`config.mk`:
```
export PLATFORM = sky130hd
export DESIGN_NAME = bitfield_unit
export DESIGN_NICKNAME = d
export VERILOG_FILES = /design/src/rtl/bf_pkg.sv /design/src/rtl/bf_extract.sv /design/src/rtl/bf_compare.sv /design/src/rtl/bf_range.sv /design/src/rtl/bitfield_unit.sv
export SDC_FILE = /design/constraint.sdc
export NUM_CORES = 1
export LEC_CHECK = 0
export BUFFER_PORTS_ARGS = -buffer_cell sky130_fd_sc_hd__clkbuf_2
export CORE_AREA = 2 2 191 146
export DETAILED_ROUTE_END_ITERATION = 12
export DIE_AREA = 0 0 193 148
export PLACE_DENSITY = 0.59
export SYNTH_ARGS = -nofsm -noshare
export SYNTH_HDL_FRONTEND = slang
export SYNTH_SLANG_ARGS = --single-unit
```
`constraint.sdc`:
```
create_clock -name clk -period 5.96 [get_ports clk]
set_input_delay 1.192 -clock clk [delete_from_list [all_inputs] [get_ports clk]]
set_output_delay 1.192 -clock clk [all_outputs]
set_load 0.005 [all_outputs]
```
`src/rtl/bf_pkg.sv`:
```
package bf_pkg;
   localparam logic [7:0] OP_CMP_SX = 8'hEC;
   localparam logic [7:0] OP_CMP_ZX = 8'hED;
   localparam logic [7:0] OP_EXT_SX = 8'hEE;
   localparam logic [7:0] OP_EXT_ZX = 8'hEF;

   typedef struct packed {
      logic n;
      logic z;
      logic v;
      logic c;
   } flags_t;

   // all four field opcodes share bits 7:2
   function automatic logic is_field_op(input logic [7:0] op);
      return op[7:2] == OP_CMP_SX[7:2];
   endfunction
endpackage

```
`src/rtl/bf_extract.sv`:
```
module bf_extract #(
   parameter int WIN_W      = 64,
   parameter int RES_W      = 32,
   parameter int SIZE_W     = 8,
   parameter bit LOG_SHIFT  = 1'b1,
   localparam int POS_W     = $clog2(WIN_W),
   localparam int IDX_W     = $clog2(RES_W)
) (
   input  logic [WIN_W-1:0]  win,
   input  logic [POS_W-1:0]  pos,
   input  logic [SIZE_W-1:0] size,
   input  logic              sign_fill,
   output logic [RES_W-1:0]  value
);
   logic [WIN_W-1:0] shifted;

   generate
      if (LOG_SHIFT) begin : g_log
         logic [WIN_W-1:0] stage [POS_W+1];
         assign stage[0] = win;
         for (genvar k = 0; k < POS_W; k++) begin : g_stage
            assign stage[k+1] = pos[k] ? (stage[k] >> (2 ** k)) : stage[k];
         end
         assign shifted = stage[POS_W];
      end else begin : g_flat
         assign shifted = win >> pos;
      end
   endgenerate

   logic [RES_W:0]   mask_w;
   logic [RES_W-1:0] mask;
   logic [RES_W-1:0] field;
   logic [IDX_W-1:0] top_idx;
   logic             top_bit;

   always_comb begin
      mask_w  = ({{RES_W{1'b0}}, 1'b1} << size) - 1'b1;
      mask    = mask_w[RES_W-1:0];
      field   = shifted[RES_W-1:0] & mask;
      top_idx = IDX_W'(size - 1'b1);
      top_bit = (size != '0) && field[top_idx];
      value   = (sign_fill && top_bit) ? (field | ~mask) : field;
   end
endmodule

```
`src/rtl/bf_compare.sv`:
```
module bf_compare #(
   parameter int RES_W = 32
) (
   input  logic [RES_W-1:0] field,
   input  logic [RES_W-1:0] src,
   output logic             lt_s,
   output logic             eq,
   output logic             lt_u
);
   always_comb begin
      lt_s = $signed(field) < $signed(src);
      eq   = field == src;
      lt_u = field < src;
   end
endmodule

```
`src/rtl/bf_range.sv`:
```
module bf_range #(
   parameter int WIN_W  = 64,
   parameter int RES_W  = 32,
   parameter int SIZE_W = 8,
   localparam int POS_W = $clog2(WIN_W),
   localparam int SUM_W = ((POS_W > SIZE_W) ? POS_W : SIZE_W) + 1
) (
   input  logic [POS_W-1:0]  pos,
   input  logic [SIZE_W-1:0] size,
   output logic              bad
);
   logic [SUM_W-1:0] reach;
   always_comb begin
      reach = SUM_W'(pos) + SUM_W'(size);
      bad   = (SUM_W'(size) > SUM_W'(RES_W)) || (reach > SUM_W'(WIN_W));
   end
endmodule

```
`src/rtl/bitfield_unit.sv`:
```
module bitfield_unit #(
   parameter int WIN_W     = 64,
   parameter int RES_W     = 32,
   parameter int SIZE_W    = 8,
   parameter bit LOG_SHIFT = 1'b1,
   localparam int POS_W    = $clog2(WIN_W)
) (
   input  logic              clk,
   input  logic              rst,
   input  logic              in_valid,
   input  logic [7:0]        opcode,
   input  logic [POS_W-1:0]  pos,
   input  logic [SIZE_W-1:0] size,
   input  logic [WIN_W-1:0]  data_win,
   input  logic [RES_W-1:0]  src,
   input  logic              c_in,
   output logic              out_valid,
   output logic [RES_W-1:0]  result,
   output logic              fault,
   output logic              cc_n,
   output logic              cc_z,
   output logic              cc_v,
   output logic              cc_c
);
   import bf_pkg::*;

   generate
      if (RES_W > WIN_W) begin : g_bad_res
         $error("RES_W must not exceed WIN_W");
      end
      if ((1 << SIZE_W) <= RES_W) begin : g_bad_size
         $error("SIZE_W too narrow to express RES_W");
      end
      if ((1 << POS_W) != WIN_W) begin : g_bad_win
         $error("WIN_W must be a power of two");
      end
   endgenerate

   logic             accept, is_cmp, sign_fill, bad;
   logic [RES_W-1:0] value;
   logic             lt_s, eq, lt_u;
   flags_t           flags_q;

   assign accept    = in_valid && is_field_op(opcode);
   assign is_cmp    = ~opcode[1];
   assign sign_fill = ~opcode[0];

   bf_extract #(
      .WIN_W(WIN_W), .RES_W(RES_W), .SIZE_W(SIZE_W), .LOG_SHIFT(LOG_SHIFT)
   ) u_extract (
      .win(data_win), .pos(pos), .size(size),
      .sign_fill(sign_fill), .value(value)
   );

   bf_compare #(.RES_W(RES_W)) u_compare (
      .field(value), .src(src), .lt_s(lt_s), .eq(eq), .lt_u(lt_u)
   );

   bf_range #(.WIN_W(WIN_W), .RES_W(RES_W), .SIZE_W(SIZE_W)) u_range (
      .pos(pos), .size(size), .bad(bad)
   );

   always_ff @(posedge clk) begin
      if (rst) begin
         out_valid <= 1'b0;
         fault     <= 1'b0;
         result    <= '0;
         flags_q   <= '0;
      end else begin
         out_valid <= accept;
         fault     <= accept && bad;
         if (accept && !bad) begin
            if (is_cmp) begin
               flags_q <= '{n: lt_s, z: eq, v: 1'b0, c: lt_u};
            end else begin
               result  <= value;
               flags_q <= '{n: value[RES_W-1], z: (value == '0), v: 1'b0, c: c_in};
            end
         end
      end
   end

   assign cc_n = flags_q.n;
   assign cc_z = flags_q.z;
   assign cc_v = flags_q.v;
   assign cc_c = flags_q.c;
endmodule

```
==> results.md <==
* Status: complete, but fails checks
* Violated checks: setup timing
* Vias at 13533
* Cts hold-fix bufs at 0
* Die area at 28600 um2
* Crit start category: primary input
* First-pass DRT Iterations at 6
* Die X at 193 um
* Longest Clk Path Bufs at 2
* Clock power share at 0.155
* Final hold vios at 0
* CP arrival at 6260 ps
* # rows at 52
* Post-Syn Nets at 1421
* Final Cycle Share at 1.01
* Final wirelength at 54700 um
* Share of layout cells above drive strength 1 at 0.493
* Max_cap viols at 0
* Mapped Cells at 1257
* Main synth FF type: dfxtp_1
* Synth unique cells at 89
* Psw at 914 uW
* Initial DRC Count at 1738
* Sequential group share of total power at 0.119
* RD Place Congestion at 1.06
* Avg Inst Size Synth at 8.41 um2
* Power Density at 133 nW/um2
* Ys async rst share at 0
* Global-route wire length before repair at 80000 um
* Reg clk slew, reported paths at 60 ps
* DR WL/cell at 26.2 um
* Worst-path fanout max at 9
* F_max at 166 MHz
* Ant diodes at 0
* Most frequent cells in the layout: buf_4 (408), clkbuf_2 (153), mux4_2 (120)
* Total power at 2070 uW
* Seq cells post-synth at 37
* TritonCTS clock tree: built
* Vias in the first global route at 12806
* H-tree Lvls at 2
* Initial Util at 0.396
* Initial antenna violation count at 0
* Synth warn at 0
* CP Capture Type: flip-flop
* Max-slew headroom at 0.354
* Post-DRT Antenna Nets at 0
* Mapped Area at 10600 um2
* Total CTS buffers at 5
* Residual DRC at 0
* Static Leakage at 0.00687 uW
* GRT Residual Overflow at 0
* Nets at 1904
* Setup Viol. Count Final at 3
* Commonest non-fill, non-tap cell in the layout: buf_4
* Post-synth EDFFs at 0
* Core ar. at 26700 um2
* Clk sinks at 37
* Clock Latency Late Sink at 290 ps
* Power Internal at 1160 uW
* Die span in y at 148 um
* CTS Root Cell: clkbuf_16
* Maximum VDD drop at 0.128 mV
* Sequential share of the synthesized area at 0.0700
* HP Class: flip-flop to flip-flop
* Area Overhead vs Synth at 47.4%
* Period minus WS final at 6040 ps
* DP Wirelength at 43600 um
* Port buffer count at 158
* Drt via density at 6.47
* Largest net degree at the start of global routing at 76
* Count of pins over their slew limit at 0
* Total GRT Usage at 0.375
* Fin worst setup slack at -79.5 ps
* RSZ-0062 raised after global routing: true
* Sw Ratio at 0.441
* Clock skew at 0 ps
* Design Area, Final at 15600 um2
* Area after DPL at 14500 um2
* Crit Path Category: primary input to flip-flop
* # IOs at 160
* Logic gate share of total power at 0.726
* Worst-Margin Slew at 959 ps
* WP data required at 6180 ps
layer usage:
metal  GRT usage  vias to the layer above  part of all wire
li1            -                     5929                 -
met2       0.507                      908              0.40
met4      0.0606                        4             0.020
met1       0.570                     6607              0.44
met5      0.0420                        -            0.0029
met3       0.130                       85              0.14
synth_stat cells (19+ instances only):
cell type	number	area, um2
buf_2	28	140
nand3_1	43	215
buf_4	24	180
nand2_1	95	357
nor2b_1	19	119
mux4_2	120	2700
nor3_1	37	185
o21ai_0	64	320
dfxtp_1	37	741
nor2_1	83	312
a31oi_1	45	282
a21oi_1	52	260
ha_1	41	513
mux2i_1	77	771
nand2b_1	21	131
clkbuf_1	66	248
inv_1	52	195
mux2_2	24	270
area by class of cell:
type                            instances  area (um2)
Fill cell                            2456       11100
Multi-Input combinational cell       1042        9490
Timing Repair Buffer                  599        4540
Sequential cell                        37         741
Tap cell                              351         439
Inverter                               55         206
Clock buffer                            5         125
Clock inverter                          3        46.3
power groups by stage:
stage          clock [uW]  sequential [uW]  combinational [uW]
2_1_floorplan           0              253                 693
3_3_place_gp            0              253                1300
3_5_place_dp            0              253                1300
4_1_cts               326              247                1370
5_1_grt               338              247                1570
6_report              322              247                1510
final timing paths:
kind / start / endpoint / slack, ps / cells after the start
min reg2reg: result[26] / result[26] / 500 / 2
max reg2reg: result[10] / result[10] / 5090 / 3
max: pos[0] / cc_z / -80 / 22
min: result[26] / result[26] / 500 / 2
kinds of logic (layout without fill, tap and decap cells):
family / after synthesis / count (layout) / synth area share
mux: 221 / 221 / 0.354
compound gates: 354 / 354 / 0.237
simple gates: 407 / 410 / 0.196
flops: 37 / 37 / 0.0700
fa+ha+maj: 42 / 42 / 0.0504
buf+inv: 181 / 662 / 0.0801
xor+xnor: 14 / 14 / 0.0116
other cells: 1 / 1 / 0.000355
through the flow:
step	TNS, ps	setup WS [ps]	hold slack [ps]	utilization	instances
floorplan	0	1.19	467	-	1257
global placement	-1850	-646	472	0.542	2047
detailed placement	-1940	-711	483	0.542	2047
CTS	0	5.95	501	0.562	2070
global route	-544	-199	527	0.584	2092
finish	-182	-79.5	499	0.584	2092
flip-flops by register name (all words and copies together), names as in the netlist:
register   count
out_valid      1
result        32
fault          1
cc_n           1
cc_z           1
cc_c           1
worst max-delay path, stage by stage:
cell      delay (ps)
buf_16           130
buf_12           140
buf_4            140
mux2i_1          150
mux4_2           530
mux4_2           550
nor2_1           200
o21ai_1          170
o22ai_2          220
a211oi_2          80
a41oi_4          340
buf_4            220
nand2_8           70
buf_6            120
o21ai_2          130
ha_1             150
nand2_2           60
nor3_4           230
nand4_1          230
or4_4            580
or4_4            430
a31oi_1          170
timing repair:
action	in CTS	in global routing
cloned	3	4
setup endpoints to repair	3	3
pin swaps	10	23
gates resized for setup	42	77
setup buffers	12	20
Power figures use the tool's default switching activity.
